**config.mk**
```make
export PLATFORM = sky130hd
export DESIGN_NAME = i2c_wake_ctl
export DESIGN_NICKNAME = d
export VERILOG_FILES = /design/src/rtl/i2cw_pkg.sv /design/src/rtl/i2cw_busmon.sv /design/src/rtl/i2cw_addr_shift.sv /design/src/rtl/i2cw_fsm.sv /design/src/rtl/i2c_wake_ctl.sv
export SDC_FILE = /design/constraint.sdc
export NUM_CORES = 1
export LEC_CHECK = 0
export ABC_AREA = 1
export ABC_CLOCK_PERIOD_IN_PS = 3750
export BUFFER_PORTS_ARGS = -buffer_cell sky130_fd_sc_hd__buf_2
export CORE_UTILIZATION = 56
export CTS_CLUSTER_SIZE = 10
export DETAILED_ROUTE_END_ITERATION = 8
export PLACE_DENSITY_LB_ADDON = 0.2
export SYNTH_ARGS = -nofsm -noshare
export SYNTH_HDL_FRONTEND = slang
export SYNTH_SLANG_ARGS = --single-unit
```
**constraint.sdc**
```tcl
create_clock -name clk -period 3.75 [get_ports clk]
set_input_delay 0.375 -clock clk [delete_from_list [all_inputs] [get_ports clk]]
set_output_delay 0.375 -clock clk [all_outputs]
set_load 0.005 [all_outputs]
```
**src/rtl/i2cw_pkg.sv**
```systemverilog
// Shared types for the I2C wake-on-address controller.
package i2cw_pkg;
    typedef enum logic [2:0] {
        ST_IDLE,     // oscillator off, waiting for START
        ST_ADDR,     // shifting in the address byte
        ST_ACKWAIT,  // matched, waiting for SCL to fall
        ST_STRETCH,  // holding SCL low until software acknowledges
        ST_XFER      // transfer running, waiting for STOP
    } wk_state_t;
endpackage

```
**src/rtl/i2cw_busmon.sv**
```systemverilog
// Bus condition monitor.
// Compares the present SCL/SDA levels with the previous sample.
// Reports START, STOP and SCL rising/falling edges as one-cycle strobes.
// Assumes scl_i/sda_i are already synchronised to clk.
module i2cw_busmon (
    input  logic clk,
    input  logic rst_n,
    input  logic scl_i,
    input  logic sda_i,
    output logic start_o,
    output logic stop_o,
    output logic rise_o,
    output logic fall_o
);
    logic scl_q, sda_q;

    // Keep the previous sample of both lines (idle bus is high).
    always_ff @(posedge clk) begin
        if (!rst_n) begin
            scl_q <= 1'b1;
            sda_q <= 1'b1;
        end else begin
            scl_q <= scl_i;
            sda_q <= sda_i;
        end
    end

    // Decode conditions from the level pair.
    always_comb begin
        start_o = scl_i && scl_q && sda_q && !sda_i;
        stop_o  = scl_i && scl_q && !sda_q && sda_i;
        rise_o  = scl_i && !scl_q;
        fall_o  = !scl_i && scl_q;
    end

    assert_start_stop_excl_R3: assert property (@(posedge clk) disable iff (!rst_n)
        !(start_o && stop_o));
endmodule

```
**src/rtl/i2cw_addr_shift.sv**
```systemverilog
// Address shifter and comparator.
// Samples SDA on each SCL rising edge after a START, MSB first, until the
// address bits plus the R/W bit are in.
// Compares only the address bits with own_addr.
module i2cw_addr_shift #(
    parameter int ADDR_W = 7
) (
    input  logic              clk,
    input  logic              rst_n,
    input  logic              clear,
    input  logic              rise,
    input  logic              sda_i,
    input  logic [ADDR_W-1:0] own_addr,
    output logic              frame_done,
    output logic              addr_hit
);
    localparam int FRAME_BITS = ADDR_W + 1;
    localparam int CNT_W      = $clog2(FRAME_BITS + 1);

    logic [FRAME_BITS-1:0] shreg;
    logic [CNT_W-1:0]      bit_cnt;

    // Count and shift bits, restarting on every START.
    always_ff @(posedge clk) begin
        if (!rst_n) begin
            shreg   <= '0;
            bit_cnt <= '0;
        end else if (clear) begin
            shreg   <= '0;
            bit_cnt <= '0;
        end else if (rise && (bit_cnt != CNT_W'(FRAME_BITS))) begin
            shreg   <= {shreg[FRAME_BITS-2:0], sda_i};
            bit_cnt <= bit_cnt + 1'b1;
        end
    end

    // Frame complete and address comparison (R/W bit excluded).
    always_comb begin
        frame_done = (bit_cnt == CNT_W'(FRAME_BITS));
        addr_hit   = (shreg[FRAME_BITS-1:1] == own_addr);
    end

    assert_cnt_bound_R3: assert property (@(posedge clk) disable iff (!rst_n)
        bit_cnt <= CNT_W'(FRAME_BITS));
    assert_clear_restart_R3: assert property (@(posedge clk) disable iff (!rst_n)
        clear |=> (bit_cnt == '0));
endmodule

```
**src/rtl/i2cw_fsm.sv**
```systemverilog
// Wake control sequencer.
// Requests the oscillator from START to the address decision.
// On a match: raises the flag and wake pulse, stretches SCL on the next falling
// edge until addr_clr, then keeps the oscillator until STOP.
// On a mismatch: drops straight back to idle.
module i2cw_fsm
    import i2cw_pkg::*;
(
    input  logic clk,
    input  logic rst_n,
    input  logic armed,
    input  logic start_det,
    input  logic stop_det,
    input  logic fall_det,
    input  logic frame_done,
    input  logic addr_hit,
    input  logic addr_clr,
    output logic osc_req,
    output logic scl_drive_low,
    output logic wake_pulse,
    output logic addr_flag
);
    wk_state_t state, state_nx;

    // Next-state decision.
    always_comb begin
        state_nx = state;
        unique case (state)
            ST_IDLE:    if (start_det && armed) state_nx = ST_ADDR;
            ST_ADDR: begin
                if (start_det)       state_nx = armed ? ST_ADDR : ST_IDLE;
                else if (stop_det)   state_nx = ST_IDLE;
                else if (frame_done) state_nx = addr_hit ? ST_ACKWAIT : ST_IDLE;
            end
            ST_ACKWAIT: begin
                if (stop_det)      state_nx = ST_IDLE;
                else if (addr_clr) state_nx = ST_XFER;
                else if (fall_det) state_nx = ST_STRETCH;
            end
            ST_STRETCH: if (addr_clr) state_nx = ST_XFER;
            ST_XFER:    if (stop_det) state_nx = ST_IDLE;
            default:    state_nx = ST_IDLE;
        endcase
    end

    // State register.
    always_ff @(posedge clk) begin
        if (!rst_n) state <= ST_IDLE;
        else        state <= state_nx;
    end

    // Wake pulse on the match decision, sticky flag until software clears.
    always_ff @(posedge clk) begin
        if (!rst_n) begin
            wake_pulse <= 1'b0;
            addr_flag  <= 1'b0;
        end else begin
            wake_pulse <= (state == ST_ADDR) && (state_nx == ST_ACKWAIT);
            if (addr_clr)
                addr_flag <= 1'b0;
            else if ((state == ST_ADDR) && (state_nx == ST_ACKWAIT))
                addr_flag <= 1'b1;
        end
    end

    // Output decode.
    always_comb begin
        osc_req       = (state != ST_IDLE);
        scl_drive_low = (state == ST_STRETCH);
    end

    assert_no_start_unarmed_R2: assert property (@(posedge clk) disable iff (!rst_n)
        (state == ST_IDLE && start_det && !armed) |=> !osc_req);
    assert_wake_single_R4: assert property (@(posedge clk) disable iff (!rst_n)
        wake_pulse |=> !wake_pulse);
    assert_wake_has_flag_R4: assert property (@(posedge clk) disable iff (!rst_n)
        wake_pulse |-> (addr_flag && osc_req));
    assert_stretch_flag_R5: assert property (@(posedge clk) disable iff (!rst_n)
        scl_drive_low |-> addr_flag);
    assert_miss_drop_R6: assert property (@(posedge clk) disable iff (!rst_n)
        (state == ST_ADDR && !start_det && !stop_det && frame_done && !addr_hit)
        |=> (!osc_req && !wake_pulse));
    assert_flag_sticky_R7: assert property (@(posedge clk) disable iff (!rst_n)
        (addr_flag && !addr_clr) |=> addr_flag);
    assert_flag_clear_R7: assert property (@(posedge clk) disable iff (!rst_n)
        addr_clr |=> !addr_flag);
endmodule

```
**src/rtl/i2c_wake_ctl.sv**
```systemverilog
// I2C target wake-on-address controller (top).
// Works out whether wake-on-address is usable, arms the sequencer while a
// sleep request is pending, and reports an unsafe sleep configuration.
// Assumes all inputs are synchronous to the oscillator clock clk.
module i2c_wake_ctl #(
    parameter int ADDR_W = 7,
    parameter int FILT_W = 4
) (
    input  logic              clk,
    input  logic              rst_n,
    input  logic              scl_i,
    input  logic              sda_i,
    input  logic              wake_en,
    input  logic              periph_en,
    input  logic              stretch_en,
    input  logic              clk_sel_sys,
    input  logic [FILT_W-1:0] filt_len,
    input  logic [ADDR_W-1:0] own_addr,
    input  logic              sleep_req,
    input  logic              addr_clr,
    output logic              scl_drive_low,
    output logic              osc_req,
    output logic              wake_pulse,
    output logic              addr_flag,
    output logic              cfg_err
);
    logic usable, armed;
    logic start_det, stop_det, rise_det, fall_det;
    logic frame_done, addr_hit;

    // Wake usability and arming.
    always_comb begin
        usable = wake_en && !clk_sel_sys && stretch_en && (filt_len == '0);
        armed  = usable && sleep_req && periph_en;
    end

    // Flag an unsafe sleep entry one cycle after it appears.
    always_ff @(posedge clk) begin
        if (!rst_n) cfg_err <= 1'b0;
        else        cfg_err <= sleep_req && periph_en && !usable;
    end

    i2cw_busmon u_busmon (
        .clk(clk), .rst_n(rst_n), .scl_i(scl_i), .sda_i(sda_i),
        .start_o(start_det), .stop_o(stop_det), .rise_o(rise_det), .fall_o(fall_det)
    );

    i2cw_addr_shift #(.ADDR_W(ADDR_W)) u_shift (
        .clk(clk), .rst_n(rst_n), .clear(start_det), .rise(rise_det),
        .sda_i(sda_i), .own_addr(own_addr),
        .frame_done(frame_done), .addr_hit(addr_hit)
    );

    i2cw_fsm u_fsm (
        .clk(clk), .rst_n(rst_n), .armed(armed), .start_det(start_det),
        .stop_det(stop_det), .fall_det(fall_det), .frame_done(frame_done),
        .addr_hit(addr_hit), .addr_clr(addr_clr), .osc_req(osc_req),
        .scl_drive_low(scl_drive_low), .wake_pulse(wake_pulse), .addr_flag(addr_flag)
    );

    assert_cfg_err_R9: assert property (@(posedge clk) disable iff (!rst_n)
        (sleep_req && periph_en && !wake_en) |=> cfg_err);
endmodule

```
==> results of run 1 <==
-- sequential cells by signal, indices dropped and copies added (netlist names) --
register and count:
u_shift.shreg 8, u_shift.bit_cnt 4, u_fsm.state 3, cfg_err 1
u_busmon.scl_q 1, u_busmon.sda_q 1, u_fsm.addr_flag 1, u_fsm.wake_pulse 1
-- area by class of cell --
type	count	area, um^2
Tap cell	25	31.3
Sequential cell	20	400
Timing Repair Buffer	25	125
Clock buffer	3	22.5
Multi-Input combinational cell	107	563
Clock inverter	1	30.0
Inverter	36	135
Fill cell	167	494
-- logic make-up (layout without fill, tap and decap cells) --
family	after synthesis	count (layout)	share of synthesized area [%]
DFF	20	20	35.8
buffers and inverters	38	65	13.8
xor gates and xnor gates	1	1	0.784
adders and majority gates	2	2	2.24
AOI/OAI and AO/OA	31	31	15.7
and+or+nand+nor	73	73	31.7
-- worst paths after layout --
kind / start / end / slack (ns) / depth (start not counted)
max: u_shift.bit_cnt[0]$_SDFFE_PP0P_ / u_shift.shreg[1]$_SDFFE_PP0P_ / 1.82 / 8
min: rst_n / u_busmon.sda_q$_SDFF_PN1_ / 0.28 / 2
max reg2reg: u_shift.bit_cnt[0]$_SDFFE_PP0P_ / u_shift.shreg[1]$_SDFFE_PP0P_ / 1.82 / 8
min reg2reg: u_fsm.addr_flag$_SDFFE_PP0P_ / u_fsm.addr_flag$_SDFFE_PP0P_ / 0.46 / 2
-- critical path, cell delays in order (launching register included) --
cell and delay [ns]:
dfxtp_1 0.39, inv_1 0.08, ha_1 0.20, nand2_1 0.07, nor2_1 0.08, nor3_4 0.52, inv_1 0.21, o21ai_0 0.23
a21oi_1 0.07
-- through the flow --
stage	cell area, um^2	setup slack, ns	cells	hold WS, ns	utilization, %
6_report	1310	1.82	217	0.276	72.6
5_1_grt	1310	1.62	217	0.266	72.6
4_1_cts	1310	1.83	217	0.271	72.6
3_5_place_dp	1250	1.84	213	0.443	69.7
3_3_place_gp	1250	2.00	213	0.431	69.7
2_1_floorplan	1120	2.40	165	0.442	-
-- cell usage in the layout, fill, tap and decap left out, types with 3 or more instances in the layout --
cell type / instances
a21oi_1: 12
buf_2: 25
clkbuf_4: 3
dfxtp_1: 20
inv_1: 32
inv_2: 4
nand2_1: 36
nand3_1: 5
nand4_1: 4
nor2_1: 18
o21ai_0: 10
o21ai_1: 3
-- per-layer routing --
metal	track usage (%)	wire length (um)	vias to the layer above
li1	-	-	570
met1	26.4	977	450
met2	38.3	1020	32
met3	5.88	120	4
met4	12.6	31	0
met5	0	0	-
-- report_power, final --
part / internal [mW] / leakage (nW) / switching, mW / total [mW]
Clock: 0.108 / 0.0279 / 0.0718 / 0.180
Combinational: 0.0210 / 0.453 / 0.0293 / 0.0503
Sequential: 0.219 / 0.163 / 0.00482 / 0.224
Total: 0.348 / 0.643 / 0.106 / 0.454
==> flow_summary.ini, run 1 <==
[synthesis]
syn-cell-area_mm2 = 0.00112
synthDistinctLibCells = 24
ys_warn_count = 0
yosysTopAreaCell = dfxtp_1
synth_flop_cell = dfxtp_1
async_flop_share_pct = 0
yosys-top-cells-count = nand2_1, inv_1, dfxtp_1, nor2_1, a21oi_1
synth_seq_area_share_pct = 35.8
synth_area_leaders = dfxtp_1, nand2_1, inv_1, nor2_1, a21oi_1
yosysMostFrequentCell = nand2_1
netlist.area_leader.share_pct = 35.8
syn_inst = 165
ys_seq_elements = 20
synth-edff-count = 0
synth_nets = 188
synth_area_per_cell_um2 = 6.77

[pwr]
peakVddDrop_v = 0.000273
p_total_mw = 0.454
power_density_mw_per_mm2 = 347
p_leak_nw = 0.643

[clocking]
cts_max_level = 1
cts_made_buffers = 3
cts.sinks = 20
post_cts_resized = 0
tritoncts = built
cts_post_setup_buffers_inserted = 0
cts_root_buf = clkbuf_4
clk-insertion-delay-late_ns = 0.31
cts_buffer_depth = 2
ctsHoldBuffers = 0
path_clk_slew_ns = 0.12

[sta]
maxSlewViolCount = 0
worst_pin_slew_ns = 0.654
period_needed_ns = 1.93
timing.fmax_ghz = 0.518
finalHoldViolations = 0
fin_skew_ns = 0.00557
slew_headroom_pct = 56.3
setup_viol = 0
tns_ns = 0
rsz0062_at_grt = no
fin_crit_sh_pct = 51.5

[run_status]
outcome = complete, no violations

[worst_setup_path]
critical_path_class = flip-flop to flip-flop
worstPathMaxFanout = 18
required_ns = 3.96
cp-end-kind = flip-flop
cp-start-kind = flip-flop
crit_arrival_ns = 2.14

[finish]
drive_above_1_share_pct = 23.4
final_nets = 216
antennaDiodeCount = 0
syn_to_final_growth_pct = 17.0

[routing]
ant_nets = 0
firstDrtPassIters = 4
drt-total-wl_um = 2150
drc_errors = 0
first_iter_violations = 25
wl_per_cell_um = 9.91
num_vias = 1056
viasPerCell = 4.87

[grt]
first_global_vias = 892
overflow = 0
grt_pass1_wl_um = 3430
grt_max_degree = 19
antenna_found_initial = 0
track_usage_pct = 23.0

[floorplan]
initial_core_util_pct = 62.0
io_pins = 26
rows = 15
die_h_um = 46.7
dieArea_mm2 = 0.00218
core_area_mm2 = 0.00180
die_w_um = 46.7

[placed_design]
gp_congestion = 0.791
numPortBuffers = 25
dp_hpwl_um = 1570

[run]
maxCapViolCount = 0

[hold_path]
holdCritPathClass = primary input to flip-flop
(Power assumes the default switching activity.)
==> run 2: changes to the inputs <==
--- a/config.mk
+++ b/config.mk
@@ -6,9 +6,9 @@
 export NUM_CORES = 1
 export LEC_CHECK = 0
 export ABC_AREA = 1
-export ABC_CLOCK_PERIOD_IN_PS = 3750
+export ABC_CLOCK_PERIOD_IN_PS = 1900
 export BUFFER_PORTS_ARGS = -buffer_cell sky130_fd_sc_hd__buf_2
-export CORE_UTILIZATION = 56
+export CORE_UTILIZATION = 52
 export CTS_CLUSTER_SIZE = 10
 export DETAILED_ROUTE_END_ITERATION = 8
 export PLACE_DENSITY_LB_ADDON = 0.2
==> constraint.sdc (replaced) <==
create_clock -name clk -period 1.9 [get_ports clk]
set_input_delay 0.19 -clock clk [delete_from_list [all_inputs] [get_ports clk]]
set_output_delay 0.19 -clock clk [all_outputs]
set_load 0.005 [all_outputs]
==> flow_summary.ini, run 2 (same netlist as run 1, synthesis figures left out) <==
[run_status]
outcome = complete, no violations

[floorplan]
core_area_mm2 = 0.00198
die_w_um = 48.4
initial_core_util_pct = 56.4
io_pins = 26
rows = 16
dieArea_mm2 = 0.00234
die_h_um = 48.4

[grt]
antenna_found_initial = 0
overflow = 0
grt_pass1_wl_um = 3650
first_global_vias = 943
track_usage_pct = 19.5
grt_max_degree = 15

[sta]
timing.fmax_ghz = 0.658
worst_pin_slew_ns = 0.455
slew_headroom_pct = 69.6
hold_slack_ns = 0.111
maxSlewViolCount = 0
finalHoldViolations = 0
setup_viol = 0
tns_ns = 0
rsz0062_at_grt = no
fin_crit_sh_pct = 80.0
period_needed_ns = 1.52
fin_skew_ns = 0.00256

[finish]
antennaDiodeCount = 0
mostFrequentLayoutCell = nand2_1
largestRegisters = u_shift.shreg (8), u_shift.bit_cnt (4), u_fsm.state (3)
final_nets = 217
syn_to_final_growth_pct = 15.2
drive_above_1_share_pct = 23.4
final_cell_area_mm2 = 0.00129
final_cell_mix = nand2_1, inv_1, buf_2
largest_register_ff_count = 8
regMostFlops = u_shift.shreg

[routing]
num_vias = 1040
drc_errors = 0
firstDrtPassIters = 4
ant_nets = 0
wl_per_cell_um = 9.24
viasPerCell = 4.75
first_iter_violations = 12
drt-total-wl_um = 2020

[run]
maxCapViolCount = 0

[clocking]
cts_made_buffers = 3
post_cts_resized = 0
cts.sinks = 20
tritoncts = built
cts_max_level = 1
cts_buffer_depth = 2
path_clk_slew_ns = 0.10
cts_post_setup_buffers_inserted = 0
cts_root_buf = clkbuf_4
ctsHoldBuffers = 0
clk-insertion-delay-late_ns = 0.29

[hold_path]
holdCritPathClass = primary input to flip-flop

[placed_design]
numPortBuffers = 25
place_area_mm2 = 0.00126
dp_hpwl_um = 1560
gp_congestion = 0.856

[worst_setup_path]
r2r_setup_slack_ns = 0.38
critical_path_class = flip-flop to flip-flop
worstPathMaxFanout = 14
r2r_cells = 8
crit_arrival_ns = 1.75
r2r_end = u_shift.shreg[4]$_SDFFE_PP0P_
required_ns = 2.13
cp-start-kind = flip-flop
r2r_start = u_shift.bit_cnt[0]$_SDFFE_PP0P_
endpoint = u_shift.shreg[4]$_SDFFE_PP0P_
cp-startpoint = u_shift.bit_cnt[0]$_SDFFE_PP0P_
cp-end-kind = flip-flop

[pwr]
p_total_mw = 0.737
power_density_mw_per_mm2 = 572
p_leak_nw = 0.635
peakVddDrop_v = 0.000331
run 2: changes by cell type in the layout (fill, tap and decap cells not counted), sizes merged:
cell | before | now
bufinv | 1 | 0
buf | 25 | 26
run 2: final cells by class:
cell class	instances	area [um^2]
multi-input combinational	107	563
fill	185	694
sequential	20	400
tap	27	33.8
timing repair buffer	26	133
clock buffer	3	22.5
inverter	36	135
run 2: report_power, final:
part	internal, mW	switching, mW
logic	0.0423	0.0581
registers	0.432	0.00919
clock network	0.0738	0.121
run 2: metrics by stage:
stage | util [%] | std cells | worst slack, ns
6_report | 65.0 | 219 | 0.380
5_1_grt | 65.0 | 219 | 0.206
4_1_cts | 65.0 | 219 | 0.385
3_5_place_dp | 63.8 | 216 | 0.387
3_3_place_gp | 63.8 | 216 | 0.470
2_1_floorplan | - | 165 | 0.547
run 2: worst max-delay path, cell delays in order (launching register included):
cell	delay (ns)
dfxtp_1	0.37
inv_1	0.08
ha_1	0.19
nand2_1	0.07
nor2_1	0.07
nor3_4	0.20
buf_4	0.25
o21ai_0	0.09
a21oi_1	0.13
run 2: how the worst min path moves through the flow:
stage	start	to	slack [ns]	cells past startpoint
after floorplan	rst_n	u_busmon.sda_q$_SDFF_PN1_	0.26	1
after global placement	rst_n	u_busmon.sda_q$_SDFF_PN1_	0.41	2
after detailed placement	rst_n	u_busmon.sda_q$_SDFF_PN1_	0.42	2
after CTS	rst_n	u_busmon.sda_q$_SDFF_PN1_	0.11	2
after global routing	rst_n	u_busmon.sda_q$_SDFF_PN1_	0.1	2
final	rst_n	u_busmon.sda_q$_SDFF_PN1_	0.11	2
run 2: layer usage:
layer | vias to the layer above | track usage (%) | part of all wire [%] | wire length, um
met3 | 5 | 2.83 | 3.7 | 75
met5 | - | 0 | 0 | 0
met4 | 0 | 7.35 | 1.7 | 34
li1 | 568 | - | - | -
met2 | 25 | 35.7 | 45 | 912
met1 | 442 | 22.9 | 49 | 1000
